===== src/rtl/sram_lane_pkg.sv =====
package sram_lane_pkg;

  typedef enum logic [1:0] {
    ST_INIT = 2'd0,
    ST_IDLE = 2'd1,
    ST_WR   = 2'd2,
    ST_RD   = 2'd3
  } seq_st_t;

  typedef struct packed {
    logic ce_n;
    logic ce2;
    logic oe_n;
    logic we_n;
    logic dq_oe;
  } ctl_pins_t;

  // nanoseconds to clocks, rounding up
  function automatic int ns_to_clk(input int ns, input int clk_ns);
    return (ns + clk_ns - 1) / clk_ns;
  endfunction

  function automatic int imax(input int a, input int b);
    return (a > b) ? a : b;
  endfunction

endpackage


===== src/rtl/sram_lane_rcap.sv =====
module sram_lane_rcap #(
  parameter int DW = 16,
  parameter int NL = 2
) (
  input  logic          clk,
  input  logic          rst_n,
  input  logic          cap_en,
  input  logic [NL-1:0] lane_sel,
  input  logic [DW-1:0] dq_in,
  output logic          rsp_valid,
  output logic [DW-1:0] rsp_rdata
);
  localparam int LW = DW / NL;

  logic [DW-1:0] masked;

  // clear every lane that was not enabled on the bus
  for (genvar g = 0; g < NL; g++) begin : g_lane
    assign masked[g*LW +: LW] = lane_sel[g] ? dq_in[g*LW +: LW] : '0;
  end

  always_ff @(posedge clk or negedge rst_n) begin
    if (!rst_n) begin
      rsp_valid <= 1'b0;
      rsp_rdata <= '0;
    end else begin
      rsp_valid <= cap_en;
      if (cap_en) rsp_rdata <= masked;
    end
  end
endmodule


===== src/rtl/sram_lane_seq.sv =====
module sram_lane_seq
  import sram_lane_pkg::*;
#(
  parameter int CW       = 4,
  parameter int INIT_CYC = 4,
  parameter int WR_CYC   = 6,
  parameter int RD_CYC   = 6
) (
  input  logic          clk,
  input  logic          rst_n,
  input  logic          req_valid,
  input  logic          req_write,
  output logic          req_ready,
  output logic          accept,
  output seq_st_t       st_nxt,
  output logic [CW-1:0] cnt_nxt,
  output logic          rd_last
);
  localparam logic [CW-1:0] INIT_LAST = CW'(INIT_CYC - 1);
  localparam logic [CW-1:0] WR_LAST   = CW'(WR_CYC - 1);
  localparam logic [CW-1:0] RD_LAST   = CW'(RD_CYC - 1);

  seq_st_t       st_q;
  logic [CW-1:0] cnt_q;

  assign req_ready = (st_q == ST_IDLE);
  assign accept    = req_ready && req_valid;
  assign rd_last   = (st_q == ST_RD) && (cnt_q == RD_LAST);

  always_comb begin
    st_nxt  = st_q;
    cnt_nxt = cnt_q + 1'b1;
    unique case (st_q)
      ST_INIT: if (cnt_q == INIT_LAST) begin
        st_nxt  = ST_IDLE;
        cnt_nxt = '0;
      end
      ST_IDLE: begin
        cnt_nxt = '0;
        if (req_valid) st_nxt = req_write ? ST_WR : ST_RD;
      end
      ST_WR: if (cnt_q == WR_LAST) begin
        st_nxt  = ST_IDLE;
        cnt_nxt = '0;
      end
      ST_RD: if (cnt_q == RD_LAST) begin
        st_nxt  = ST_IDLE;
        cnt_nxt = '0;
      end
      default: begin
        st_nxt  = ST_INIT;
        cnt_nxt = '0;
      end
    endcase
  end

  always_ff @(posedge clk or negedge rst_n) begin
    if (!rst_n) begin
      st_q  <= ST_INIT;
      cnt_q <= '0;
    end else begin
      st_q  <= st_nxt;
      cnt_q <= cnt_nxt;
    end
  end
endmodule


===== src/rtl/sram_lane_pins.sv =====
module sram_lane_pins
  import sram_lane_pkg::*;
#(
  parameter int AW        = 20,
  parameter int DW        = 16,
  parameter int NL        = 2,
  parameter int CW        = 4,
  parameter int WP_CYC    = 5,
  parameter int DRV_START = 1
) (
  input  logic          clk,
  input  logic          rst_n,
  input  logic          accept,
  input  logic [AW-1:0] req_addr,
  input  logic [DW-1:0] req_wdata,
  input  logic [NL-1:0] req_mask,
  input  seq_st_t       st_nxt,
  input  logic [CW-1:0] cnt_nxt,
  output logic [AW-1:0] mem_addr,
  output logic [DW-1:0] mem_dq_out,
  output logic [NL-1:0] lane_sel,
  output ctl_pins_t     ctl_q,
  output logic [NL-1:0] lane_n_q
);
  localparam logic [CW-1:0] WP_END  = CW'(WP_CYC);
  localparam logic [CW-1:0] DRV_BEG = CW'(DRV_START);

  localparam ctl_pins_t PARK = '{ce_n: 1'b1, ce2: 1'b0, oe_n: 1'b1, we_n: 1'b1, dq_oe: 1'b0};
  localparam ctl_pins_t SEL  = '{ce_n: 1'b0, ce2: 1'b1, oe_n: 1'b1, we_n: 1'b1, dq_oe: 1'b0};

  logic [NL-1:0] sel_nxt;
  ctl_pins_t     ctl_nxt;
  logic [NL-1:0] lane_n_nxt;

  assign sel_nxt = accept ? req_mask : lane_sel;

  always_comb begin
    ctl_nxt    = SEL;
    lane_n_nxt = '0;
    unique case (st_nxt)
      ST_INIT: begin
        ctl_nxt    = PARK;
        lane_n_nxt = '1;
      end
      ST_WR: begin
        ctl_nxt.we_n  = (cnt_nxt >= WP_END);
        ctl_nxt.dq_oe = (cnt_nxt >= DRV_BEG) && (cnt_nxt <= WP_END);
        lane_n_nxt    = ~sel_nxt;
      end
      ST_RD: begin
        ctl_nxt.oe_n = 1'b0;
        lane_n_nxt   = ~sel_nxt;
      end
      default: begin
        ctl_nxt    = SEL;
        lane_n_nxt = '0;
      end
    endcase
  end

  always_ff @(posedge clk or negedge rst_n) begin
    if (!rst_n) begin
      ctl_q      <= PARK;
      lane_n_q   <= '1;
      mem_addr   <= '0;
      mem_dq_out <= '0;
      lane_sel   <= '0;
    end else begin
      ctl_q    <= ctl_nxt;
      lane_n_q <= lane_n_nxt;
      if (accept) begin
        mem_addr   <= req_addr;
        mem_dq_out <= req_wdata;
        lane_sel   <= req_mask;
      end
    end
  end
endmodule


===== src/rtl/sram_lane_ctrl.sv =====
module sram_lane_ctrl
  import sram_lane_pkg::*;
#(
  parameter int CLK_NS      = 10,
  parameter int SLOW_GRADE  = 0,
  parameter int INIT_CYCLES = 4,
  parameter int AW          = 20,
  parameter int DW          = 16
) (
  input  logic          clk,
  input  logic          rst_n,
  input  logic          req_valid,
  output logic          req_ready,
  input  logic [AW-1:0] req_addr,
  input  logic          req_write,
  input  logic [DW-1:0] req_wdata,
  input  logic [1:0]    req_mask,
  output logic          rsp_valid,
  output logic [DW-1:0] rsp_rdata,
  output logic [AW-1:0] mem_addr,
  output logic          mem_ce_n,
  output logic          mem_ce2,
  output logic          mem_oe_n,
  output logic          mem_we_n,
  output logic          mem_lb_n,
  output logic          mem_ub_n,
  output logic [DW-1:0] mem_dq_out,
  output logic          mem_dq_oe,
  input  logic [DW-1:0] mem_dq_in
);
  localparam int NL = 2;

  // part timing in ns
  localparam int T_CYC = SLOW_GRADE ? 70 : 55;
  localparam int T_WP  = SLOW_GRADE ? 55 : 45;
  localparam int T_AW  = SLOW_GRADE ? 60 : 50;
  localparam int T_DS  = SLOW_GRADE ? 30 : 25;
  localparam int T_OEA = SLOW_GRADE ? 35 : 30;
  localparam int T_HZ  = SLOW_GRADE ? 25 : 20;

  localparam int CYC_CYC = ns_to_clk(T_CYC, CLK_NS);
  localparam int WP_RAW  = ns_to_clk(T_WP, CLK_NS);
  localparam int AW_CYC  = ns_to_clk(T_AW, CLK_NS);
  localparam int DS_CYC  = ns_to_clk(T_DS, CLK_NS);
  localparam int OEA_CYC = ns_to_clk(T_OEA, CLK_NS);
  localparam int HZ_CYC  = ns_to_clk(T_HZ, CLK_NS);

  localparam int DRV_START = imax(1, HZ_CYC - 1);
  localparam int WP_CYC    = imax(imax(WP_RAW, AW_CYC), DRV_START + DS_CYC);
  localparam int WR_CYC    = imax(CYC_CYC, WP_CYC + 1);
  localparam int RD_CYC    = imax(CYC_CYC, OEA_CYC);
  localparam int CNT_TOP   = imax(imax(WR_CYC, RD_CYC), INIT_CYCLES);
  localparam int CW        = $clog2(CNT_TOP + 1);

  logic          accept;
  seq_st_t       st_nxt;
  logic [CW-1:0] cnt_nxt;
  logic          rd_last;
  logic [NL-1:0] lane_sel;
  logic [NL-1:0] lane_n;
  ctl_pins_t     ctl;

  sram_lane_seq #(
    .CW(CW), .INIT_CYC(INIT_CYCLES), .WR_CYC(WR_CYC), .RD_CYC(RD_CYC)
  ) u_seq (
    .clk(clk), .rst_n(rst_n), .req_valid(req_valid), .req_write(req_write),
    .req_ready(req_ready), .accept(accept), .st_nxt(st_nxt),
    .cnt_nxt(cnt_nxt), .rd_last(rd_last)
  );

  sram_lane_pins #(
    .AW(AW), .DW(DW), .NL(NL), .CW(CW), .WP_CYC(WP_CYC), .DRV_START(DRV_START)
  ) u_pins (
    .clk(clk), .rst_n(rst_n), .accept(accept), .req_addr(req_addr),
    .req_wdata(req_wdata), .req_mask(req_mask), .st_nxt(st_nxt),
    .cnt_nxt(cnt_nxt), .mem_addr(mem_addr), .mem_dq_out(mem_dq_out),
    .lane_sel(lane_sel), .ctl_q(ctl), .lane_n_q(lane_n)
  );

  sram_lane_rcap #(
    .DW(DW), .NL(NL)
  ) u_rcap (
    .clk(clk), .rst_n(rst_n), .cap_en(rd_last), .lane_sel(lane_sel),
    .dq_in(mem_dq_in), .rsp_valid(rsp_valid), .rsp_rdata(rsp_rdata)
  );

  assign mem_ce_n  = ctl.ce_n;
  assign mem_ce2   = ctl.ce2;
  assign mem_oe_n  = ctl.oe_n;
  assign mem_we_n  = ctl.we_n;
  assign mem_dq_oe = ctl.dq_oe;
  assign mem_lb_n  = lane_n[0];
  assign mem_ub_n  = lane_n[1];
endmodule


===== config.mk =====
export PLATFORM = sky130hd
export DESIGN_NAME = sram_lane_ctrl
export DESIGN_NICKNAME = d
export VERILOG_FILES = /design/src/rtl/sram_lane_pkg.sv /design/src/rtl/sram_lane_rcap.sv /design/src/rtl/sram_lane_seq.sv /design/src/rtl/sram_lane_pins.sv /design/src/rtl/sram_lane_ctrl.sv
export SDC_FILE = /design/constraint.sdc
export NUM_CORES = 1
export LEC_CHECK = 0
export ABC_AREA = 0
export ABC_CLOCK_PERIOD_IN_PS = 1700
export BUFFER_PORTS_ARGS = -buffer_cell sky130_fd_sc_hd__buf_4
export CAP_MARGIN = 20
export CORE_ASPECT_RATIO = 1.25
export CORE_MARGIN = 10
export CORE_UTILIZATION = 42
export DETAILED_ROUTE_END_ITERATION = 10
export PLACE_DENSITY = 0.75
export SYNTH_ARGS = -nofsm -noshare
export SYNTH_HDL_FRONTEND = slang
export SYNTH_HIERARCHICAL = 1
export SYNTH_SLANG_ARGS = --single-unit
export TNS_END_PERCENT = 10

===== constraint.sdc =====
create_clock -name clk -period 1.7 [get_ports clk]
set_clock_uncertainty 0.1 [all_clocks]
set_input_delay 0.34 -clock clk [delete_from_list [all_inputs] [get_ports clk]]
set_output_delay 0.34 -clock clk [all_outputs]
set_load 0.005 [all_outputs]

# Word level (Yosys, flattened, before mapping)
# Cells that the tools add are included.
[totals] regBits=67 latchBits=0 mem_bits_rw=0 mem_bits_ro=0 wordCells=47 memories=0
[op_classes] add_sub_neg=1 mul=0 n_div=0 n_lt_le_gt_ge=3 eq_ne=7 shift=0 mux=15 bitwise=1 n_reduce_logical=7
[op_table] cell="8-bit 2-to-1 mux" n=2
[op_table] cell="2-bit 2-to-1 mux" n=6
[op_table] cell="3-bit case mux with 3 select lines" n=1
[op_table] cell="2-bit equality test (second input constant)" n=4
[op_table] cell="3-bit 2-to-1 mux" n=2
[op_table] cell="2-bit case mux with 3 select lines" n=1
[op_table] cell="2-bit zero test" n=2
[op_table] cell="2-bit case mux with 2 select lines" n=1
[op_table] cell="2-bit OR reduction" n=2
[op_table] cell="3-bit by 1-bit adder with 3-bit output (second input constant)" n=1
[op_table] cell="3-bit by 2-bit equality test with 1-bit output (second input constant)" n=1
[op_table] cell="3-bit equality test (second input constant)" n=1
[op_table] cell="3-bit by 1-bit >= comparator with 1-bit output (second input constant)" n=1
[op_table] cell="3-bit >= comparator (second input constant)" n=1
[op_table] cell="3-bit less-or-equal comparator (second input constant)" n=1
[op_table] cell="1-bit logical AND" n=3
[op_table] cell="2-bit by 1-bit equality test with 1-bit output (second input constant)" n=1
[op_table] cell="1-bit 2-to-1 mux" n=2
[op_table] cell="2-bit inverter" n=1

# Depth between registers and ports, before layout
[logic_depth] ltp_word=6 mapped_depth=6 depth_no_buf=6

# Modules after synthesis
# The synthesis kept the hierarchy.
[modules_own_cells] module="sram_lane_pins" n_inst=1 cells_per_inst=97 area_each_um2=1746.7 seq_area_each_um2=1132.3
[modules_own_cells] module="sram_lane_rcap" n_inst=1 cells_per_inst=70 area_each_um2=673.1 seq_area_each_um2=425.4
[modules_own_cells] module="sram_lane_seq" n_inst=1 cells_per_inst=25 area_each_um2=286.5 seq_area_each_um2=125.1

# Worst setup path after synthesis
# OpenSTA, ideal clock, no wires.
[synth_path] kind="reg2reg" from="register u_seq.cnt_q[0]" to="register u_pins/ctl_q[0] in the netlist's numbering" t_arrival_ns=1.621 required_ns=1.478 path_slack_ns=-0.143 stages_incl_launch_ff=7 n_path_buf=0 period_less_slack_ns=1.843 cell_sequence="dfrtp_1 -> ha_1 -> ha_1 -> or3_4 -> a21oi_1 -> nor3_1 -> a2111oi_1"
[synth_rtl] item="start, declared" line="sram_lane_seq.sv:24" source="logic [CW-1:0] cnt_q;"
[synth_rtl] item="start signal, assigned" line="sram_lane_seq.sv:63" source="cnt_q <= cnt_nxt;"
[synth_rtl] item="end signal, assigned" line="sram_lane_pins.sv:69" source="ctl_q <= ctl_nxt;"
[synth_rtl] item="end, declared" line="sram_lane_pins.sv:22" source="output ctl_pins_t ctl_q,"

==> flow_summary.json <==
{
  "power.switching_w": 0.00228,
  "worst-setup-path-type": "reg -> reg",
  "cpMaxStageDelayCell": "dfrtp_1",
  "place_hpwl_um": 5430,
  "leakage_nw": 2.01,
  "fp-row-count": 32,
  "grt_usage_pct": 14.2,
  "finalHoldWorstSlack_ns": 0.137,
  "worst_slew_pin_slew_ns": 0.323,
  "gp_congestion": 0.755,
  "place_area_mm2": 0.00381,
  "fin_util_pct": 66.2,
  "final.setup.tns_ns": -0.178,
  "fp.dieH_um": 110,
  "avgSynthCellArea_um2": 14.1,
  "yosysTopAreaCell": "dfrtp_1",
  "final_nets": 391,
  "min-delay-start": "req_addr[15]",
  "drv_slew": 0,
  "violations": "negative setup slack",
  "grt_pass1_vias": 2123,
  "peakVddDrop_v": 0.00131,
  "diodes": 0,
  "timing.rr.start": "u_seq/cnt_q[0]",
  "drive_above_1_share_pct": 62.6,
  "clk_pin_slew_ns": 0.08,
  "grt_overflow_total": 0,
  "setup_ws_ns": -0.129,
  "gr-usage-met3_pct": 4.30,
  "synth.distinct_cells": 27,
  "max_freq_ghz": 0.547,
  "cts_tree": "built",
  "rsz0062_at_grt": "yes",
  "clock-sinks": 67,
  "finalHoldViolCount": 0,
  "grt_pass1_wl_um": 11400,
  "ys_seq_elements": 67,
  "syn-cell-area_mm2": 0.00271,
  "reg2reg_setup_slack_ns": -0.13,
  "worstHoldEndpoint": "u_pins/mem_addr[15]",
  "intPower_w": 0.00553,
  "antenna_found_initial": 0,
  "slew-limit-headroom_pct": 78.5,
  "via_per_inst": 4.67,
  "ys_warn_count": 6,
  "grtUsageMet1_pct": 15.7,
  "critPathMaxStageDelay_ns": 0.40,
  "port_buffers": 118,
  "clockRootBuffer": "clkbuf_8",
  "coreArea_mm2": 0.00621,
  "comb_power_share_pct": 42.8,
  "arrival_ns": 1.94,
  "final.fill_count": 477,
  "ys_top_cells_by_area": "dfrtp_1, mux2_4, mux2_2, dfstp_2, o21ai_0",
  "grt_busiest_layer": "met2",
  "path_cells": "ha_2, ha_2, or3_4, a21oi_4, nor3_1, a2111oi_2",
  "switching_share_pct": 29.2,
  "hold_path.class": "in -> reg",
  "hold_depth": 2,
  "use_met2_pct": 25.8,
  "drc": 0,
  "startpoint_type": "register",
  "die_x_um": 91.8,
  "pre_cts_ws_ns": -0.0932,
  "setup-violations-final": 2,
  "syn_nets": 254,
  "initial_utilization_pct": 43.6,
  "io_pins": 119,
  "antenna_left": 0,
  "cts_buffers": 9,
  "cap_viol_max_count": 0,
  "r2r-end": "u_pins/ctl_q[0]",
  "fin_crit_sh_pct": 108,
  "seqPwrFrac_pct": 37.1,
  "vias": 1957,
  "synth-seq-area-share_pct": 62.2,
  "synth_top_area_share_pct": 57.3,
  "routed_wl_um": 7120,
  "wl_per_cell_um": 17.0,
  "power_density_mw_per_mm2": 1900,
  "syn_inst": 192,
  "grt_start_max_net_pins": 34,
  "area_delta_synth_final_pct": 51.7,
  "cpMostUsedCell": "ha_2",
  "final_area_mm2": 0.00411,
  "status": "complete, but fails checks",
  "clock_path_buffers": 2,
  "dieArea_mm2": 0.0101,
  "drtIter0Drc": 44,
  "post-route-min-period_ns": 1.83,
  "htree_levels": 3,
  "pwr-share-clk_pct": 20.1,
  "detail_route.first_pass.iterations": 4,
  "crit_required_ns": 1.82,
  "endpoint_kind": "register",
  "crit_fanout": 3,
  "reg2reg_depth": 6,
  "clock_latency_ns": 0.32
}
==> synthesized netlist by cell type, drive strengths merged <==
cell and count:
dfrtp 62, mux2 38, inv 21, o21ai 17, nand3 16, buf 7
dfstp 5, ha 4, a21oi 3, a21bo 2, clkbuf 2, nor2 2
o21bai 2, a2111oi 1, a22o 1, and2 1, and4 1, nand2 1
nand3b 1, nand4b 1, nor2b 1, nor3 1, o211a 1, or3 1
==> placed cells by master (no fill, tap or decap) <==
cell type	n
buf_4	129
dfrtp_1	61
mux2_4	22
inv_1	21
mux2_2	16
nand3_1	16
o21ai_0	16
clkbuf_8	13
dfstp_2	5
buf_12	3
ha_2	3
bufinv_16	2
buf_6	2
o21bai_2	2
clkinvlp_4	1
dlygate4sd3_1	1
nor2_4	1
nor3_1	1
a2111oi_2	1
o21ai_1	1
nand3b_1	1
nand2_1	1
nor2b_1	1
a21bo_4	1
or3_4	1
a21oi_4	1
a21oi_1	1
nor2_1	1
a22o_1	1
nand4b_1	1
o211a_4	1
a21oi_2	1
and4_4	1
a21bo_2	1
and2_2	1
ha_1	1
dfrtp_2	1
==> worst max-delay path by stage <==
stage | from | endpoint | slack [ns] | cells past startpoint
2_1_floorplan | u_seq/cnt_q[0] | u_pins/ctl_q[0] | -0.03 | 6
3_3_place_gp | u_seq/cnt_q[0] | u_pins/lane_n_q[0] | -0.05 | 6
3_5_place_dp | u_seq/cnt_q[0] | u_pins/ctl_q[0] | -0.09 | 6
4_1_cts | u_seq/cnt_q[0] | u_pins/ctl_q[0] | -0.14 | 6
5_1_grt | u_seq/cnt_q[0] | u_pins/ctl_q[0] | -0.22 | 6
6_report | u_seq/cnt_q[0] | u_pins/ctl_q[0] | -0.13 | 6
==> logic make-up (layout without fill, tap and decap cells) <==
| group | after synthesis | count (layout) | synth area share [%] |
|---|---|---|---|
| AO/OA/AOI/OAI | 27 | 27 | 6.33 |
| adder cells (fa/ha/maj) | 4 | 4 | 1.85 |
| buffers and inverters | 30 | 172 | 5.36 |
| flip-flops | 67 | 67 | 62.2 |
| multiplexers | 38 | 38 | 18.9 |
| AND/OR/NAND/NOR | 26 | 26 | 5.41 |
==> what timing repair did <==
item	4_1_cts	5_1_grt
hold endpoints to repair	19	0
endpoints found under the setup margin	8	40
hold buffers	1	0
resized for setup	3	7
buffers inserted	2	0
pin swaps	1	1
==> power groups by stage <==
stage,Combinational [W],Clock (W),Sequential [W]
floorplan,0.00144,0,0.00290
global placement,0.00318,0,0.00288
detailed placement,0.00325,0,0.00292
CTS,0.00336,0.00161,0.00290
global route,0.00364,0.00169,0.00302
finish,0.00335,0.00157,0.00290
==> cell type report <==
type	instances	area [µm²]	share of cell area, %
multi-input cells	95	930	22.6
clock inverters	3	67.6	1.65
inverters	21	78.8	1.92
clock buffers	13	179	4.36
repair buffers	135	1060	25.8
well taps	85	106	2.59
flip-flops and latches	67	1680	41.0
==> per-stage QoR <==
stage	power (W)	cells
6_report	0.00782	419
5_1_grt	0.00836	419
4_1_cts	0.00787	419
3_5_place_dp	0.00617	400
3_3_place_gp	0.00606	400
2_1_floorplan	0.00434	192
==> state kept, by name (all words and copies together) (netlist names) <==
signal and flops:
u_pins/ctl_q 5, u_pins/lane_n_q 2, u_pins/lane_sel 2, u_pins/mem_addr 20
u_pins/mem_dq_out 16, u_rcap/rsp_rdata 16, u_rcap/rsp_valid 1, u_seq/cnt_q 3
u_seq/st_q 2
==> routing by layer <==
| metal | up-vias | part of all wire (%) |
|---|---|---|
| li1 | 929 | - |
| met1 | 955 | 38 |
| met2 | 64 | 55 |
| met3 | 9 | 5.3 |
| met4 | 0 | 1.2 |
| met5 | - | 0 |
==> critical path, delay by kind of cell (launching register included) <==
kind            cells  cell delay (ns)
flops               1             0.40
simple gates        2             0.45
compound gates      2             0.41
fa+ha+maj           2             0.36
No activity file was read; power rests on OpenSTA's default activity.
